==> config.mk <==
export PLATFORM = sky130hd
export DESIGN_NAME = serial_rx_x16
export DESIGN_NICKNAME = d
export VERILOG_FILES = /design/src/rtl/srx_pkg.sv /design/src/rtl/srx_sync.sv /design/src/rtl/srx_frame.sv /design/src/rtl/serial_rx_x16.sv
export SDC_FILE = /design/constraint.sdc
export NUM_CORES = 1
export LEC_CHECK = 0
export BUFFER_PORTS_ARGS = -buffer_cell sky130_fd_sc_hd__buf_2
export CORE_MARGIN = 10
export CORE_UTILIZATION = 45
export CTS_CLUSTER_DIAMETER = 40
export DETAILED_ROUTE_END_ITERATION = 8
export HOLD_SLACK_MARGIN = 0.03
export REMOVE_ABC_BUFFERS = 1
export SETUP_SLACK_MARGIN = 0.3
export SYNTH_ARGS = -nofsm -noshare
export SYNTH_HDL_FRONTEND = slang
export SYNTH_SLANG_ARGS = --single-unit
export TNS_END_PERCENT = 50
==> constraint.sdc <==
create_clock -name clk -period 1.9 [get_ports clk]
set_input_delay 0.19 -clock clk [delete_from_list [all_inputs] [get_ports clk]]
set_output_delay 0.19 -clock clk [all_outputs]
set_load 0.05 [all_outputs]
==> src/rtl/srx_pkg.sv <==
package srx_pkg;

    typedef enum logic [2:0] {
        ST_IDLE  = 3'd0,
        ST_START = 3'd1,
        ST_DATA  = 3'd2,
        ST_STOP  = 3'd3,
        ST_HOLD  = 3'd4
    } srx_state_e;

endpackage

==> src/rtl/srx_sync.sv <==
module srx_sync #(
    parameter int   STAGES      = 2,
    parameter logic RESET_LEVEL = 1'b1
) (
    input  logic clk,
    input  logic rst,
    input  logic din,
    output logic dout
);

    logic [STAGES-1:0] chain_d;
    logic [STAGES-1:0] chain_q;

    always_comb begin
        chain_d = {chain_q[STAGES-2:0], din};
    end

    always_ff @(posedge clk) begin
        if (rst) begin
            chain_q <= {STAGES{RESET_LEVEL}};
        end else begin
            chain_q <= chain_d;
        end
    end

    assign dout = chain_q[STAGES-1];

endmodule

==> src/rtl/srx_frame.sv <==
module srx_frame
    import srx_pkg::*;
#(
    parameter int OSR     = 16,
    parameter int DW      = 8,
    parameter int MID     = 8,
    parameter int STOP_AT = 9
) (
    input  logic          clk,
    input  logic          rst,
    input  logic          tick,
    input  logic          line,
    output logic [DW-1:0] data,
    output logic          valid,
    output logic          ferr
);

    localparam int CW = $clog2(OSR + 1);
    localparam int BW = (DW > 1) ? $clog2(DW) : 1;
    localparam logic [CW-1:0] MID_C  = CW'(MID);
    localparam logic [CW-1:0] END_C  = CW'(OSR);
    localparam logic [CW-1:0] STOP_C = CW'(STOP_AT);
    localparam logic [BW-1:0] LAST_C = BW'(DW - 1);

    typedef struct packed {
        srx_state_e    st;
        logic [CW-1:0] cnt;
        logic [BW-1:0] bit_idx;
        logic [DW-1:0] shreg;
        logic          prev;
        logic [DW-1:0] data;
        logic          valid;
        logic          ferr;
    } frame_t;

    frame_t        d;
    frame_t        q;
    logic [CW-1:0] nxt;
    logic [DW:0]   shifted;

    always_comb begin
        d       = q;
        d.valid = 1'b0;
        d.ferr  = 1'b0;
        nxt     = q.cnt + 1'b1;
        shifted = {line, q.shreg} >> 1;
        if (tick) begin
            d.prev = line;
            case (q.st)
                ST_IDLE: begin
                    if (q.prev && !line) begin
                        d.st  = ST_START;
                        d.cnt = CW'(1);
                    end
                end
                ST_START: begin
                    d.cnt = nxt;
                    if (nxt == MID_C && line) begin
                        d.st  = ST_IDLE;
                        d.cnt = '0;
                    end else if (nxt == END_C) begin
                        d.st      = ST_DATA;
                        d.cnt     = '0;
                        d.bit_idx = '0;
                    end
                end
                ST_DATA: begin
                    d.cnt = nxt;
                    if (nxt == MID_C) begin
                        d.shreg = shifted[DW-1:0];
                    end
                    if (nxt == END_C) begin
                        d.cnt = '0;
                        if (q.bit_idx == LAST_C) begin
                            d.st = ST_STOP;
                        end else begin
                            d.bit_idx = q.bit_idx + 1'b1;
                        end
                    end
                end
                ST_STOP: begin
                    d.cnt = nxt;
                    if (nxt == STOP_C) begin
                        d.cnt = '0;
                        if (line) begin
                            d.valid = 1'b1;
                            d.data  = q.shreg;
                            d.st    = ST_IDLE;
                        end else begin
                            d.ferr = 1'b1;
                            d.st   = ST_HOLD;
                        end
                    end
                end
                ST_HOLD: begin
                    if (line) begin
                        d.st = ST_IDLE;
                    end
                end
                default: begin
                    d.st  = ST_IDLE;
                    d.cnt = '0;
                end
            endcase
        end
    end

    always_ff @(posedge clk) begin
        if (rst) begin
            q.st      <= ST_IDLE;
            q.cnt     <= '0;
            q.bit_idx <= '0;
            q.shreg   <= '0;
            q.prev    <= 1'b0;
            q.data    <= '0;
            q.valid   <= 1'b0;
            q.ferr    <= 1'b0;
        end else begin
            q <= d;
        end
    end

    assign data  = q.data;
    assign valid = q.valid;
    assign ferr  = q.ferr;

    // the two pulses exclude each other and last one clock
    p_pulse_excl_r9: assert property (@(posedge clk) disable iff (rst)
        !(valid && ferr));
    p_valid_short_r9: assert property (@(posedge clk) disable iff (rst)
        valid |=> !valid);
    p_ferr_short_r9: assert property (@(posedge clk) disable iff (rst)
        ferr |=> !ferr);
    // outputs move only in response to a sample tick
    p_tick_gated_r1: assert property (@(posedge clk) disable iff (rst)
        (valid || ferr) |-> $past(tick));
    // delivery needs a high stop sample
    p_stop_high_r4: assert property (@(posedge clk) disable iff (rst)
        valid |-> $past(line));
    // an error needs a low stop sample, and data holds otherwise
    p_stop_low_r5: assert property (@(posedge clk) disable iff (rst)
        ferr |-> !$past(line));
    p_data_hold_r5: assert property (@(posedge clk) disable iff (rst)
        !$stable(data) |-> valid);
    // parked receiver only leaves on a high line sample
    p_hold_exit_r6: assert property (@(posedge clk) disable iff (rst)
        (q.st == ST_HOLD && !(tick && line)) |=> q.st == ST_HOLD);

endmodule

==> src/rtl/serial_rx_x16.sv <==
module serial_rx_x16 #(
    parameter int OSR         = 16,
    parameter int DW          = 8,
    parameter int SYNC_STAGES = 2,
    parameter int MID         = OSR / 2,
    parameter int STOP_AT     = OSR / 2 + 1
) (
    input  logic          clk,
    input  logic          rst,
    input  logic          sample_tick,
    input  logic          rx_serial,
    output logic [DW-1:0] rx_data,
    output logic          rx_valid,
    output logic          rx_frame_err
);

    logic line_s;

    srx_sync #(
        .STAGES      (SYNC_STAGES),
        .RESET_LEVEL (1'b1)
    ) u_sync (
        .clk  (clk),
        .rst  (rst),
        .din  (rx_serial),
        .dout (line_s)
    );

    srx_frame #(
        .OSR     (OSR),
        .DW      (DW),
        .MID     (MID),
        .STOP_AT (STOP_AT)
    ) u_frame (
        .clk   (clk),
        .rst   (rst),
        .tick  (sample_tick),
        .line  (line_s),
        .data  (rx_data),
        .valid (rx_valid),
        .ferr  (rx_frame_err)
    );

endmodule

Word level (Yosys, flattened, before mapping)

Index checks and enable logic that the tools add are counted.

Word-level logic and storage cells: 58
Output and inout bits: 10
Register bits: 32
Input bits: 4

Bitwise gates (word level): 4
Add/subtract/negate cells: 2
Equality and inequality tests: 17
Reduce and logical (&&, ||, !) cells: 11
Mux-type cells: 15

Operators with widths:

| operator                                             | count |
|---|---|
| case mux 5 bit (5 select lines)                      | 1 |
| 2-to-1 mux 8 bit                                     | 3 |
| 2-to-1 mux 11 bit                                    | 2 |
| 2-to-1 mux 3 bit                                     | 5 |
| case mux 3 bit (5 select lines)                      | 1 |
| equality test 5 x 4 -> 1 bit (second input constant) | 2 |
| != test 2 x 1 -> 1 bit (second input constant)       | 5 |
| AND reduction 7 bit                                  | 1 |
| equality test 3 x 2 -> 1 bit (second input constant) | 2 |
| equality test 3 bit (second input constant)          | 2 |
| != test 2 bit (second input constant)                | 3 |
| case mux 3 bit (2 select lines)                      | 1 |
| AND reduction 3 bit                                  | 2 |
| AND reduction 6 bit                                  | 1 |
| adder 5 x 1 -> 5 bit (second input constant)         | 1 |
| equality test 5 bit (second input constant)          | 1 |
| inverter 1 bit                                       | 4 |
| AND reduction 4 bit                                  | 1 |
| OR reduction 4 bit                                   | 1 |
| adder 3 x 1 -> 3 bit (second input constant)         | 1 |
| equality test 3 x 1 -> 1 bit (second input constant) | 1 |
| zero test 3 bit                                      | 1 |
| != test 3 x 1 -> 1 bit (second input constant)       | 1 |
| logical AND 1 bit                                    | 2 |
| 3 further kinds                                      | 4 |

Logic depth before layout (Yosys ltp)

Depth in word-level cells: 5
Gate-level depth with buffers: 8
Depth with buffers taken out: 7

Hierarchy

From an unflattened synthesis, not the netlist that was laid out.

Cell total of the unflattened synthesis: 198
Area, all modules: 1697.9 um2

Modules (own cells, without submodules):

| module    | cells each | instances | area each (um2) |
|---|---|---|---|
| srx_frame | 194        | 1         | 1645.3 |
| srx_sync  | 4          | 1         | 52.6 |

Worst setup path before layout

OpenSTA, ideal clock, no wires.

Path kind: register to register
Start point: register u_frame.q[23] in the netlist's numbering
End point: register u_frame.q[29] in the netlist's numbering
Slack: -92 ps
Arrival time: 1862 ps
Library setup time: 130 ps
Cell stages (with the launch flop): 9
Path buffers: 1
Path through: dfxtp_1 ha_1 buf_2 xnor2_1 o32ai_1 a21oi_1 a31o_1 o21ai_0 a21oi_1

Word-level cells in the longest chain between the ends: 5

Ends and longest elaborated chain:

| what                                                                                    | RTL line        | source |
|---|---|---|
| start, declared                                                                         | srx_frame.sv:37 | `frame_t q;` |
| adder 5 x 1 -> 5 bit (*)                                                                | srx_frame.sv:45 | `nxt = q.cnt + 1'b1;` |
| equality test 5 x 4 -> 1 bit                                                            | srx_frame.sv:58 | `if (nxt == MID_C && line) begin` |
| logical AND 1 bit                                                                       | srx_frame.sv:58 |  |
| != test 3 x 1 -> 1 bit (no line) / 2-to-1 mux 8 bit (equally long branches)             | n/a             |  |
| AND reduction 7 bit (no line) / case mux 3 bit (5 select lines) (equally long branches) | n/a             |  |

Mark *: on every way between the ends. The rest lies on a longest branch, timed or not.
A chain may end at the register's enable or synchronous reset.

Worst setup path in the final report

Start point: register u_frame.q[23] in the netlist's numbering
End point: register u_frame.q[28] in the netlist's numbering

The elaborated chain is that of the path after synthesis.

==> qor.yml <==
setup_viol: 0
clock_path_buffers: 2
wl_per_cell_um: 15.9
holdPathStages: 2
ys_warn_count: 0
reg2reg_from: "u_frame.q[23]$_SDFFE_PP0P_"
num_antenna_cells: 0
worst_ep_arrival_time_ns: 2.06
routed_wl_mm: 4.77
cts_made_buffers: 5
synthArstFlopShare: 0
min_to: "u_sync.chain_q[0]$_SDFF_PP1_"
p_int_mw: 1.02
coreArea_um2: 4060
clkTransAtPathRegs_ns: 0.07
cp_max_fo: 7
synth-seq-area-share: 0.335
place_ws_ns: -0.0966
drtIter0Drc: 67
reg2regPathDepth: 8
fp-row-count: 23
ctsHoldBuffers: 0
overflow: 0
die_x_um: 85.2
clock_latency_ns: 0.29
rsz0062_at_grt: "true"
grt_pass1_vias: 1782
r2r-end: "u_frame.q[28]$_SDFFE_PP0P_"
syn_inst: 219
io_pins: 14
drt-vias-per-instance: 5.68
n_fill_cell: 346
ys_top_cells_by_area: "dfxtp_1 33%, mux2i_1 9.9%, nor2_1 5.3%"
cp.required_ns: 2.07
holdWs_ns: 0.0914
initial_core_util: 0.471
dp_hpwl_mm: 3.42
drive_gt1_frac: 0.368
startpoint_type: "register"
synth_top_area_share: 0.335
die_height_um: 85.2
synth_cell_types: 56
synth-edff-count: 0
p_sw_uw: 281
port_buffers: 13
crit_type: "reg2reg"
ys.flop_type: "dfxtp_1"
tightest_slew_ns: 0.376
p_per_area_nw_per_um2: 539
dieArea_um2: 7260
synth_seq_cells: 32
cpMaxStageDelayCell: "dfxtp_2"
max_stage_delay_ns: 0.34
firstDrtPassIters: 4
track_usage: 0.132
gp_congestion: 0.946
dr_total_vias: 1705
drtAntennaViolNets: 0
switching_share: 0.215
final_nets: 259
r2r_slack_ns: 0.02
hp-start: "rx_serial"
finalCritPeriodShare: 0.992
grt_max_degree: 19
syn_area_per_cell_um2: 8.74
clkPwrFrac: 0.429
combinationalPowerShare: 0.048
synth_top_area_cell: "dfxtp_1"
finalWorstSetupSlack_ns: 0.0160
power_mw: 1.30
antenna_found_initial: 0
grt_pass1_wl_mm: 8.09
drcViolationCount: 0
slew_viol_final: 0
finish.utilization: 0.596
hold_class: "in2reg"
maxCapViolCount: 0
status: "finished clean"
synth_area_um2: 1910
clock.fmax_mhz: 531
area_growth_pct: 26.4
ctsRootBufferMaster: "clkbuf_8"
ir_worst_vdd_mv: 0.569
htree_num_levels: 2
finalClockSkew_ns: 0.0108
cts_tree: "done"
period_minus_slack_ns: 1.88
cts_num_sinks: 32
relSlewSlack: 0.743
hold_viol: 0
end_kind: "register"
power.leakage_nw: 1.05
cp_cell_sequence: "ha_4 -> buf_6 -> xnor2_1 -> o32ai_1 -> a21oi_2 -> nand2_1 -> a32oi_1 -> o41ai_1"
p_seq_frac: 0.522
==> sequential cells by signal, summed over array words and instances (netlist names) <==
name	count
u_frame.valid	1
u_frame.data	8
u_sync.chain_q	2
u_frame.q	20
u_frame.ferr	1
==> power by group through the flow <==
stage | clock network (mW) | logic [mW] | registers [mW]
finish | 0.560 | 0.0630 | 0.681
detailed placement | 0 | 0.0550 | 0.694
floorplan | 0 | 0.0257 | 0.696
CTS | 0.580 | 0.0609 | 0.681
global route | 0.610 | 0.0691 | 0.681
global placement | 0 | 0.0538 | 0.694
==> metrics by stage <==
stage	cells	TNS, ns	area, um^2
after floorplan	197	-3.78	1770
after global placement	286	-0.421	2110
after detailed placement	286	-0.678	2110
after CTS	300	0	2380
after global routing	300	-0.0409	2420
final	300	0	2420
==> synth_stat cells (2+ instances only) <==
cell / count
nand3_1: 8
o31ai_1: 2
and2_1: 2
xnor2_1: 3
ha_1: 5
o41ai_1: 2
o211ai_1: 2
clkbuf_1: 7
nand2b_1: 6
nand3b_1: 2
nor2_1: 27
a21oi_1: 9
nor3b_1: 3
mux2i_1: 19
nand2_1: 14
or2_2: 3
dfxtp_1: 32
inv_1: 5
a311o_1: 2
o22ai_1: 2
buf_4: 8
o21ai_0: 4
buf_2: 4
buf_6: 3
o21ai_1: 2
a31oi_1: 3
a21o_1: 4
nor3_1: 2
and3_1: 6
a22oi_1: 2
==> worst max-delay path by stage <==
stage	from	to	slack (ns)	cells past startpoint
6_report	u_frame.q[23]$_SDFFE_PP0P_	u_frame.q[28]$_SDFFE_PP0P_	0.02	8
5_1_grt	u_frame.q[22]$_SDFFE_PP0P_	u_frame.q[12]$_SDFFE_PP0P_	-0.01	8
4_1_cts	u_frame.q[23]$_SDFFE_PP0P_	u_frame.q[15]$_SDFFE_PP0P_	0.03	8
3_5_place_dp	u_frame.q[23]$_SDFFE_PP0P_	u_frame.q[28]$_SDFFE_PP0P_	-0.1	8
3_3_place_gp	u_frame.q[26]$_SDFFE_PP0P_	u_frame.q[12]$_SDFFE_PP0P_	-0.04	7
2_1_floorplan	u_frame.q[22]$_SDFFE_PP0P_	u_frame.q[11]$_SDFFE_PP0P_	-0.25	6
==> worst max-delay path, delay by kind of cell, from the launching register on <==
family / cells / cell delay [ns]
compound gates: 4 / 0.90
xor+xnor: 1 / 0.12
fa+ha+maj: 1 / 0.19
buf+inv: 1 / 0.13
flops: 1 / 0.34
simple gates: 1 / 0.10
==> placed cells by master, fill, tap and decap left out, drive strengths merged, types with 2 or more instances in the layout <==
| master | Yosys | layout |
|---|---|---|
| o31ai | 2 | 2 |
| clkbuf | 7 | 7 |
| nor4b | 2 | 2 |
| a31o | 2 | 2 |
| ha | 5 | 5 |
| nor3b | 4 | 4 |
| a31oi | 4 | 4 |
| nand2b | 6 | 6 |
| nand2 | 14 | 14 |
| a22oi | 2 | 2 |
| xnor2 | 3 | 3 |
| nand3b | 2 | 2 |
| mux2i | 19 | 19 |
| dfxtp | 32 | 32 |
| o41ai | 2 | 2 |
| a21o | 5 | 5 |
| inv | 6 | 6 |
| or2 | 4 | 4 |
| a21bo | 2 | 2 |
| a311o | 2 | 2 |
| o21ai | 6 | 6 |
| nor3 | 3 | 3 |
| a21oi | 9 | 9 |
| and2 | 2 | 2 |
| nand3 | 8 | 8 |
| buf | 15 | 46 |
| o211ai | 3 | 3 |
| nor2 | 27 | 27 |
| and3 | 6 | 6 |
| o22ai | 3 | 3 |
==> layer usage <==
metal | part of all wire | vias to the layer above | global-route usage
li1 | - | 836 | -
met1 | 0.43 | 819 | 0.154
met2 | 0.52 | 40 | 0.222
met3 | 0.032 | 10 | 0.0296
met4 | 0.020 | 0 | 0.0659
met5 | 0 | - | 0
==> cell families (layout without fill, tap and decap cells) <==
group                    Yosys count  in the layout  synth area share
AO/OA/AOI/OAI                     48             48             0.197
buffers and inverters             28             59            0.0850
AND/OR/NAND/NOR                   82             82             0.228
XOR/XNOR                           4              4            0.0183
multiplexers                      19             19            0.0994
adder cells (fa/ha/maj)            6              6            0.0379
flip-flops                        32             32             0.335
==> final cells by class <==
class                      count  area [um^2]  share of cell area
tap                           50         62.6              0.0259
clock buffer                   7         96.3              0.0399
sequential                    32          648               0.268
inverter                       6         22.5             0.00932
timing repair buffer          46          348               0.144
multi-input combinational    159         1240               0.513
==> timing repair <==
action	in CTS	in global routing
cloned	0	0
setup buffers	7	0
gates resized for setup	30	10
pin swaps	10	16
endpoints found under the setup margin	28	29
Note: power is estimated with default switching activity, not from simulation.
